### src/rtl/xlat_pkg.sv
package xlat_pkg;
    localparam int VA_W      = 32;
    localparam int PA_W      = 30;
    localparam int OFF_W     = 12;
    localparam int VPN_W     = VA_W - OFF_W;
    localparam int PPN_W     = PA_W - OFF_W;
    localparam int PTE_W     = 32;
    localparam int PTE_V_BIT = 31;
    localparam int PTE_W_BIT = 30;

    typedef logic [VPN_W-1:0] vpn_t;
    typedef logic [PPN_W-1:0] ppn_t;

    typedef struct packed {
        logic valid;
        logic wr_ok;
        logic dirty;
        logic refd;
        vpn_t tag;
        ppn_t ppn;
    } slot_t;

    typedef enum logic [1:0] {
        WK_IDLE,
        WK_FETCH,
        WK_INSTALL,
        WK_FAULT
    } wk_state_t;
endpackage

### src/rtl/xlat_lru.sv
module xlat_lru #(
    parameter  int ENTRIES = 8,
    localparam int IDX_W   = $clog2(ENTRIES)
) (
    input  logic               clk,
    input  logic               rst_n,
    input  logic               touch_en_i,
    input  logic [IDX_W-1:0]   touch_idx_i,
    input  logic [ENTRIES-1:0] valid_i,
    output logic [IDX_W-1:0]   victim_o
);
    logic [IDX_W-1:0] ages [ENTRIES];

    // ages form a permutation: touched slot goes to 0, younger ones age by one
    always_ff @(posedge clk) begin
        if (!rst_n) begin
            for (int i = 0; i < ENTRIES; i++) ages[i] <= IDX_W'(i);
        end else if (touch_en_i) begin
            for (int i = 0; i < ENTRIES; i++) begin
                if (IDX_W'(i) == touch_idx_i)
                    ages[i] <= '0;
                else if (ages[i] < ages[touch_idx_i])
                    ages[i] <= ages[i] + 1'b1;
            end
        end
    end

    always_comb begin
        logic found;
        found    = 1'b0;
        victim_o = '0;
        for (int i = 0; i < ENTRIES; i++) begin
            if (!found && !valid_i[i]) begin
                victim_o = IDX_W'(i);
                found    = 1'b1;
            end
        end
        for (int i = 0; i < ENTRIES; i++) begin
            if (!found && ages[i] == IDX_W'(ENTRIES-1)) begin
                victim_o = IDX_W'(i);
                found    = 1'b1;
            end
        end
    end
endmodule

### src/rtl/xlat_slots.sv
module xlat_slots
    import xlat_pkg::*;
#(
    parameter  int ENTRIES = 8,
    localparam int IDX_W   = $clog2(ENTRIES)
) (
    input  logic clk,
    input  logic rst_n,
    input  logic flush_i,
    input  logic lk_en_i,
    input  logic lk_write_i,
    input  vpn_t lk_vpn_i,
    output logic hit_o,
    output ppn_t hit_ppn_o,
    output logic hit_wr_o,
    output logic hit_dirty_o,
    output logic hit_ref_o,
    input  logic fill_en_i,
    input  vpn_t fill_vpn_i,
    input  ppn_t fill_ppn_i,
    input  logic fill_wr_i
);
    slot_t              slots [ENTRIES];
    logic [ENTRIES-1:0] match;
    logic [ENTRIES-1:0] valid_vec;
    logic [IDX_W-1:0]   hit_idx;
    logic [IDX_W-1:0]   victim_idx;
    logic [IDX_W-1:0]   touch_idx;
    logic               touch_en;
    logic               do_fill;

    for (genvar g = 0; g < ENTRIES; g++) begin : g_cmp
        assign match[g]     = slots[g].valid && (slots[g].tag == lk_vpn_i);
        assign valid_vec[g] = slots[g].valid;
    end

    always_comb begin
        hit_idx = '0;
        for (int i = ENTRIES - 1; i >= 0; i--)
            if (match[i]) hit_idx = IDX_W'(i);
    end

    assign hit_o       = |match;
    assign hit_ppn_o   = slots[hit_idx].ppn;
    assign hit_wr_o    = slots[hit_idx].wr_ok;
    assign hit_dirty_o = slots[hit_idx].dirty;
    assign hit_ref_o   = slots[hit_idx].refd;

    assign do_fill   = fill_en_i && !flush_i;
    assign touch_en  = do_fill || (lk_en_i && hit_o);
    assign touch_idx = do_fill ? victim_idx : hit_idx;

    always_ff @(posedge clk) begin
        if (!rst_n) begin
            for (int i = 0; i < ENTRIES; i++) slots[i] <= '0;
        end else if (flush_i) begin
            for (int i = 0; i < ENTRIES; i++) slots[i].valid <= 1'b0;
        end else if (fill_en_i) begin
            slots[victim_idx] <= '{valid: 1'b1, wr_ok: fill_wr_i, dirty: 1'b0,
                                   refd: 1'b0, tag: fill_vpn_i, ppn: fill_ppn_i};
        end else if (lk_en_i && hit_o) begin
            slots[hit_idx].refd <= 1'b1;
            if (lk_write_i && slots[hit_idx].wr_ok)
                slots[hit_idx].dirty <= 1'b1;
        end
    end

    xlat_lru #(.ENTRIES(ENTRIES)) u_lru (
        .clk         (clk),
        .rst_n       (rst_n),
        .touch_en_i  (touch_en),
        .touch_idx_i (touch_idx),
        .valid_i     (valid_vec),
        .victim_o    (victim_idx)
    );
endmodule

### src/rtl/xlat_walker.sv
module xlat_walker
    import xlat_pkg::*;
(
    input  logic             clk,
    input  logic             rst_n,
    input  logic             start_i,
    input  vpn_t             start_vpn_i,
    input  logic [VA_W-1:0]  ptbr_i,
    output logic             mem_req_o,
    output logic [VA_W-1:0]  mem_addr_o,
    input  logic             mem_ack_i,
    input  logic [PTE_W-1:0] mem_rdata_i,
    output logic             idle_o,
    output logic             fill_en_o,
    output vpn_t             fill_vpn_o,
    output ppn_t             fill_ppn_o,
    output logic             fill_wr_o,
    output logic             pgfault_o
);
    wk_state_t        state_q, state_d;
    vpn_t             vpn_q;
    logic [VA_W-1:0]  addr_q;
    ppn_t             ppn_q;
    logic             wr_q;
    logic             rsvd_unused;

    assign rsvd_unused = ^mem_rdata_i[PTE_W_BIT-1:PPN_W];

    always_ff @(posedge clk) begin
        if (!rst_n) state_q <= WK_IDLE;
        else        state_q <= state_d;
    end

    always_ff @(posedge clk) begin
        if (!rst_n) begin
            vpn_q  <= '0;
            addr_q <= '0;
            ppn_q  <= '0;
            wr_q   <= 1'b0;
        end else begin
            if (state_q == WK_IDLE && start_i) begin
                vpn_q  <= start_vpn_i;
                addr_q <= ptbr_i + VA_W'(start_vpn_i);
            end
            if (state_q == WK_FETCH && mem_ack_i) begin
                ppn_q <= mem_rdata_i[PPN_W-1:0];
                wr_q  <= mem_rdata_i[PTE_W_BIT];
            end
        end
    end

    always_comb begin
        state_d = state_q;
        unique case (state_q)
            WK_IDLE:    if (start_i) state_d = WK_FETCH;
            WK_FETCH:   if (mem_ack_i)
                            state_d = mem_rdata_i[PTE_V_BIT] ? WK_INSTALL : WK_FAULT;
            WK_INSTALL: state_d = WK_IDLE;
            WK_FAULT:   state_d = WK_IDLE;
            default:    state_d = WK_IDLE;
        endcase
    end

    always_comb begin
        mem_req_o = 1'b0;
        idle_o    = 1'b0;
        fill_en_o = 1'b0;
        pgfault_o = 1'b0;
        unique case (state_q)
            WK_IDLE:    idle_o    = 1'b1;
            WK_FETCH:   mem_req_o = 1'b1;
            WK_INSTALL: fill_en_o = 1'b1;
            WK_FAULT:   pgfault_o = 1'b1;
            default:    idle_o    = 1'b0;
        endcase
    end

    assign mem_addr_o = addr_q;
    assign fill_vpn_o = vpn_q;
    assign fill_ppn_o = ppn_q;
    assign fill_wr_o  = wr_q;
endmodule

### src/rtl/xlat_buffer.sv
module xlat_buffer
    import xlat_pkg::*;
#(
    parameter int ENTRIES = 8
) (
    input  logic             clk,
    input  logic             rst_n,
    input  logic             flush_i,
    input  logic [VA_W-1:0]  ptbr_i,
    input  logic             req_valid_i,
    input  logic [VA_W-1:0]  req_va_i,
    input  logic             req_write_i,
    output logic             req_ready_o,
    output logic             rsp_hit_o,
    output logic [PA_W-1:0]  rsp_pa_o,
    output logic             rsp_prot_o,
    output logic             rsp_dirty_o,
    output logic             rsp_ref_o,
    output logic             pgfault_o,
    output logic             mem_req_o,
    output logic [VA_W-1:0]  mem_addr_o,
    input  logic             mem_ack_i,
    input  logic [PTE_W-1:0] mem_rdata_i
);
    logic walk_idle, lk_en, slot_hit, hit_wr, hit_dirty, hit_ref;
    logic fill_en, fill_wr, walk_start;
    ppn_t hit_ppn, fill_ppn;
    vpn_t fill_vpn, req_vpn;

    assign req_vpn     = req_va_i[VA_W-1:OFF_W];
    assign req_ready_o = walk_idle && !flush_i;
    assign lk_en       = req_valid_i && req_ready_o;
    assign walk_start  = lk_en && !slot_hit;

    assign rsp_hit_o   = lk_en && slot_hit;
    assign rsp_pa_o    = rsp_hit_o ? {hit_ppn, req_va_i[OFF_W-1:0]} : '0;
    assign rsp_prot_o  = rsp_hit_o && req_write_i && !hit_wr;
    assign rsp_dirty_o = rsp_hit_o && hit_dirty;
    assign rsp_ref_o   = rsp_hit_o && hit_ref;

    xlat_slots #(.ENTRIES(ENTRIES)) u_slots (
        .clk         (clk),
        .rst_n       (rst_n),
        .flush_i     (flush_i),
        .lk_en_i     (lk_en),
        .lk_write_i  (req_write_i),
        .lk_vpn_i    (req_vpn),
        .hit_o       (slot_hit),
        .hit_ppn_o   (hit_ppn),
        .hit_wr_o    (hit_wr),
        .hit_dirty_o (hit_dirty),
        .hit_ref_o   (hit_ref),
        .fill_en_i   (fill_en),
        .fill_vpn_i  (fill_vpn),
        .fill_ppn_i  (fill_ppn),
        .fill_wr_i   (fill_wr)
    );

    xlat_walker u_walker (
        .clk         (clk),
        .rst_n       (rst_n),
        .start_i     (walk_start),
        .start_vpn_i (req_vpn),
        .ptbr_i      (ptbr_i),
        .mem_req_o   (mem_req_o),
        .mem_addr_o  (mem_addr_o),
        .mem_ack_i   (mem_ack_i),
        .mem_rdata_i (mem_rdata_i),
        .idle_o      (walk_idle),
        .fill_en_o   (fill_en),
        .fill_vpn_o  (fill_vpn),
        .fill_ppn_o  (fill_ppn),
        .fill_wr_o   (fill_wr),
        .pgfault_o   (pgfault_o)
    );
endmodule

### config.mk
export PLATFORM = sky130hd
export DESIGN_NAME = xlat_buffer
export DESIGN_NICKNAME = d
export VERILOG_FILES = /design/src/rtl/xlat_pkg.sv /design/src/rtl/xlat_lru.sv /design/src/rtl/xlat_slots.sv /design/src/rtl/xlat_walker.sv /design/src/rtl/xlat_buffer.sv
export SDC_FILE = /design/constraint.sdc
export NUM_CORES = 1
export LEC_CHECK = 0
export BUFFER_PORTS_ARGS = -buffer_cell sky130_fd_sc_hd__buf_2
export CORE_MARGIN = 5
export CORE_UTILIZATION = 44
export DETAILED_ROUTE_END_ITERATION = 7
export GPL_TIMING_DRIVEN = 0
export PLACE_DENSITY = 0.73
export SLEW_MARGIN = 25
export SYNTH_ARGS = -nofsm -noshare
export SYNTH_HDL_FRONTEND = slang
export SYNTH_SLANG_ARGS = --single-unit
### constraint.sdc
create_clock -name clk -period 4.4 [get_ports clk]
set_input_delay 0.22 -clock clk [delete_from_list [all_inputs] [get_ports clk]]
set_output_delay 0.22 -clock clk [all_outputs]
set_load 0.01 [all_outputs]
* Word level (Yosys, flattened, before mapping)
Memories as Yosys holds them, arrays and structs flattened.
Cells that the tools add are included.
** Storage, ports and cells
- Register bits after elaboration :: 73
- Output and inout port bits :: 69
- Memory bits (writable) :: 360
- Memories kept :: 2
- Input bits :: 102
** Cells by class
- Order comparisons :: 8
- Muxes and demuxes :: 169
- Reductions and logical operators :: 67
- Bitwise operators :: 24
- $add $sub $neg :: 9
- Eq/ne operators :: 28
** Memory list
- u_slots.slots :: words 8, width 42, read ports 9, clocked after memory_dff 0, write ports 8, line xlat_slots.sv:23 : slot_t slots [ENTRIES];
- u_slots.u_lru.ages :: words 8, width 3, read ports 9, clocked after memory_dff 0, write ports 8, line xlat_lru.sv:12 : logic [IDX_W-1:0] ages [ENTRIES];
** Operators with widths (count)
- equality test 20 bit :: 8
- 2-to-1 mux 3 bit :: 41
- 2-to-1 mux 1 bit :: 120
- 2-to-1 mux 42 bit :: 2
- OR reduction 42 bit :: 2
- logical AND 1 bit :: 35
- adder 32 x 20 -> 32 bit :: 1
- 2-to-1 mux 30 bit :: 1
- adder 3 x 1 -> 3 bit, second input constant :: 8
- equality test 3 bit, second input constant :: 8
- logical NOT 1 bit :: 24
- < comparator 3 bit :: 8
- OR 1 bit :: 24
- equality test 3 bit, first input constant :: 4
- OR reduction 8 bit :: 1
- equality test 2 x 3 -> 1 bit, first input constant :: 2
- 2-to-1 mux 2 bit :: 3
- one-hot mux 2 bit (3 select lines) :: 1
- equality test 2 bit, second input constant :: 2
- 2-to-1 mux 4 bit :: 1
- equality test 1 x 3 -> 1 bit, first input constant :: 1
- logical NOT 3 bit :: 1
- equality test 2 x 1 -> 1 bit, second input constant :: 1
- logical NOT 2 bit :: 1
- other kinds (5) :: 5

* Longest topological paths before layout
An unclocked memory read counts as a cell.
- Depth in word-level cells :: 55
- Gate-level depth with buffers :: 17

* By module
Synthesis repeated with hierarchy kept, for this count alone.
** Unflattened totals
- Cell total of the unflattened synthesis :: 2109
- Area, all modules :: 23238.5 um2
** By module, submodules not included
- xlat_slots :: cells an instance 1369, area an instance 17010.1 um2, times used 1, sequential area each 10089.7 um2
- xlat_walker :: cells an instance 486, area an instance 3769.9 um2, times used 1, sequential area each 1461.4 um2
- xlat_lru :: cells an instance 214, area an instance 2162.1 um2, times used 1, sequential area each 720.7 um2
- xlat_buffer :: cells an instance 40, area an instance 296.5 um2, times used 1, sequential area each 0.0 um2

* Worst setup path before layout
OpenSTA, ideal clock, no wires.
- Path kind :: register to register
- Start :: memory u_slots.u_lru.ages[1][0] (netlist bit)
- End :: memory u_slots.u_lru.ages[2][0] (netlist bit), enable pin
- Clock period less this slack :: 4.296 ns
- Stages on the path, launching flop included :: 15
- Path buffers :: 1
- Required time :: 4.045 ns
- Setup time :: 0.355 ns
- Slack :: 0.104 ns
- Arrival :: 3.941 ns
- Cell sequence :: edfxtp_1 > ha_1 > ha_1 > or4_1 > o22ai_1 > clkbuf_1 > nand2_1 > o21ai_1 > mux2_2 > nor2_1 > a21oi_1 > mux2i_1 > ha_1 > a21boi_1 > o31ai_1
** RTL lines (line)
- from (decl) :: xlat_lru.sv:12

==> results.toml <==
[timing]
max_slew.worst_pin.slew_ns = 1.28
fin_crit_ns = 4.35
skew_ns = 0.0174
max_freq_mhz = 230
fin_setup_tns_ns = 0
relSlewSlack_pct = 13.8
hold_viol = 0
rsz0062_at_grt = "true"
finalSetupViolCount = 0
fin_crit_sh_pct = 98.8
setup_slack_ns = 0.0543
drv_slew = 0
whs_ns = 0.0204

[yosys]
synth_ff_type = "edfxtp_1"
synth_simple_gate_area_share_pct = 18.5
synthCells = 2015
synthMuxAreaShare_pct = 6.07
yosys_warnings = 0
synth-seq-cells = 433
async_flop_share_pct = 0
synth_top_family_by_area = "simple AND/OR/NAND/NOR gates"
synthAdderAreaFrac_pct = 2.61
synth_edf_count = 360
synth_xor_xnor_area_share_pct = 7.38
synthDistinctLibCells = 71
ys_seq_area_share_pct = 56.2
synth-compound-area-share_pct = 6.09
syn_area_per_cell_sq_um = 10.8
syn-cell-area_sq_um = 21800
syn_nets = 2162

[grt]
met2_usage_pct = 40.2
grt_max_degree = 28
busiest_layer = "met2"
grt_first_pass_wirelength_um = 101000
use_met1_pct = 32.2
gr-total-overflow = 0
grt_antenna_before_repair = 1
grt_pass1_vias = 16844
met3_usage_pct = 4.72
grt_use_total_pct = 24.7

[setup_path]
end_kind = "primary output"
crit_arrival_ns = 4.13
cp-start-kind = "flip-flop"
r2r_start = "u_slots.slots[0][27]"
critical_path_required_ns = 4.18
cp-startpoint = "u_slots.slots[4][22]"
r2r_end = "u_slots.slots[2][6]"
crit_type = "flip-flop to primary output"
cp_max_fo = 10
timing.reg2reg.setup_slack_ns = 0.12
setup.worst_path.end = "rsp_pa_o[19]"
ff2ff_path_depth = 15

[drt]
ant_nets = 0
routed-via-count = 17315
wl_per_cell_um = 23.1
routed_via_density = 5.81
drtIter0Drc = 2382
drc = 0
dr.pass1.iters = 7
drt-total-wl_um = 68800

[floorplanning]
initial_utilization_pct = 44.5
core_area_sq_um = 49100
std_cell_rows = 81
fp.dieW_um = 233
die-area_sq_um = 54100
io_pins = 171
die_y_um = 233

[place]
port_buffers = 157
place_area_sq_um = 23600
hpwl_um = 47000
gp_congestion = 0.941
dp_slack_ns = -1.32

[clocking]
clockBufferDepth = 3
cts-root-buf = "clkbuf_16"
insertion_delay_ns = 0.59
clkTransAtPathRegs_ns = 0.06
htreeDepth = 2
cts.sinks = 433
numCtsBuffers = 46
cts_tree = "built"

[layout]
fillers = 4160
drive_above_1_share_pct = 18.7
stdcell_area_sq_um = 26100
multi_input_area_sq_um = 9320
antenna_cells = 0
regArea_sq_um = 12300
area_delta_synth_final_pct = 19.8
finalNetCount = 2427

[run]
maxCapViolCount = 0

[run_status]
status = "completed"

[power]
p_leak_uw = 0.00953
ir_drop_mv = 0.284
powerDensity_nw_per_um2 = 358

[min_path]
min_path_type = "primary input to flip-flop"
[cell usage after synthesis (5+ instances only)]
library cell	number	area [sq um]
nand4_1	48	300
nor2b_1	8	50.1
o22ai_1	6	37.5
and3_1	10	62.6
dfxtp_1	73	1460
nand3_1	45	225
a31oi_1	5	31.3
a21o_1	6	45.0
or3_1	11	68.8
buf_2	39	195
o31ai_1	12	90.1
nand2_1	231	867
o21bai_1	7	52.6
xor2_1	63	552
nor3b_1	10	75.1
o21ai_0	42	210
clkbuf_1	71	267
inv_1	40	150
and4_1	7	61.3
a21oi_1	90	450
nand2b_1	15	93.8
nor4_1	35	219
edfxtp_1	360	10800
a311oi_1	10	87.6
nor3_1	32	160
mux2i_1	34	340
and2_1	20	125
o21a_1	5	37.5
xnor2_1	121	1060
ha_1	44	551
nor2_1	392	1470
mux4_2	40	901
a211oi_1	9	67.6
or2_2	12	75.1
[state kept, by name, indices dropped and copies added (netlist names)]
signal	count
u_slots.slots	336
u_walker.mem_addr_o	32
u_slots.u_lru.ages	24
u_walker.fill_vpn_o	20
u_walker.fill_ppn_o	18
u_walker.state_q	2
u_walker.fill_wr_o	1
[how the worst min path moves through the flow]
stage / start / endpoint / slack [ns] / cells after the start
after floorplan: mem_rdata_i[0] / u_walker.fill_ppn_o[0] / 0.36 / 2
after global placement: u_walker.mem_addr_o[5] / u_walker.mem_addr_o[5] / 0.44 / 2
after detailed placement: u_walker.mem_addr_o[7] / u_walker.mem_addr_o[7] / 0.44 / 2
after CTS: ptbr_i[20] / u_walker.mem_addr_o[20] / 0.004 / 4
after global routing: ptbr_i[20] / u_walker.mem_addr_o[20] / 0.04 / 4
final: mem_ack_i / u_walker.state_q[0] / 0.02 / 4
[cell usage in the layout (no fill, tap or decap), types with 15 or more instances in the layout]
| cell type | count |
|---|---|
| nor2_1 | 391 |
| edfxtp_1 | 360 |
| nand2_1 | 219 |
| buf_2 | 191 |
| xnor2_1 | 114 |
| a21oi_1 | 88 |
| dfxtp_1 | 73 |
| xor2_1 | 63 |
| clkbuf_1 | 61 |
| nand4_1 | 48 |
| clkbuf_16 | 46 |
| ha_1 | 44 |
| nand3_1 | 42 |
| o21ai_0 | 42 |
| inv_1 | 40 |
| mux4_2 | 40 |
| mux2i_1 | 33 |
| dlygate4sd3_1 | 31 |
| nor3_1 | 29 |
| nor4_1 | 29 |
| buf_4 | 21 |
| and2_1 | 19 |
| nand2b_1 | 15 |
[repair_timing]
action,in CTS,in global routing
buffers inserted,17,6
setup endpoints to repair,615,468
hold buffers,31,0
cloned,4,1
resized for setup,61,60
pin swaps,2,4
endpoints found under the hold margin,31,0
[routing by layer]
metal  routed length, um  part of all wire, %  vias to the layer above
li1                    -                    -                     7710
met1               26200                   38                     8417
met2               32300                   47                      983
met3                6920                   10                      203
met4                3380                  4.9                        2
met5                  13                0.019                        -
[critical path, stage by stage (launching register included)]
cell	delay (ns)
edfxtp_1	0.39
xnor2_1	0.23
nand4_1	0.16
nor4_2	0.42
and2_1	0.25
a211oi_1	0.09
o21ai_2	0.30
clkbuf_4	0.33
buf_4	0.29
mux4_2	0.57
mux2i_1	0.24
nor2_1	0.08
buf_2	0.17
[cell families (layout without fill, tap and decap cells)]
logic type | count (synthesis) | count (layout)
simple gates | 897 | 901
flops | 433 | 433
compound gates | 218 | 218
xor+xnor | 184 | 184
buf+inv | 158 | 454
mux | 80 | 80
fa+ha+maj | 45 | 45
[cell type report]
type                            instances  share of cell area [%]
Sequential cell                       433                    46.9
Multi-Input combinational cell       1428                    35.7
Timing Repair Buffer                  218                    5.94
Clock buffer                           59                    4.59
Tap cell                              664                    3.18
Buffer                                111                    2.26
Clock inverter                         24                   0.818
Inverter                               42                   0.613
[metrics by stage]
step	cells	util, %	total power, uW
after floorplan	2015	-	5260
after detailed placement	2841	48.1	5580
final	2979	53.3	9350
after global placement	2836	47.8	5540
after CTS	2973	52.7	9340
after global routing	2979	53.3	9630
[report_power, final]
group	total (uW)	internal, uW	switching (uW)
sequential	4660	4580	80.7
clock	3760	2110	1650
combinational	933	354	579
(Power assumes the default switching activity.)
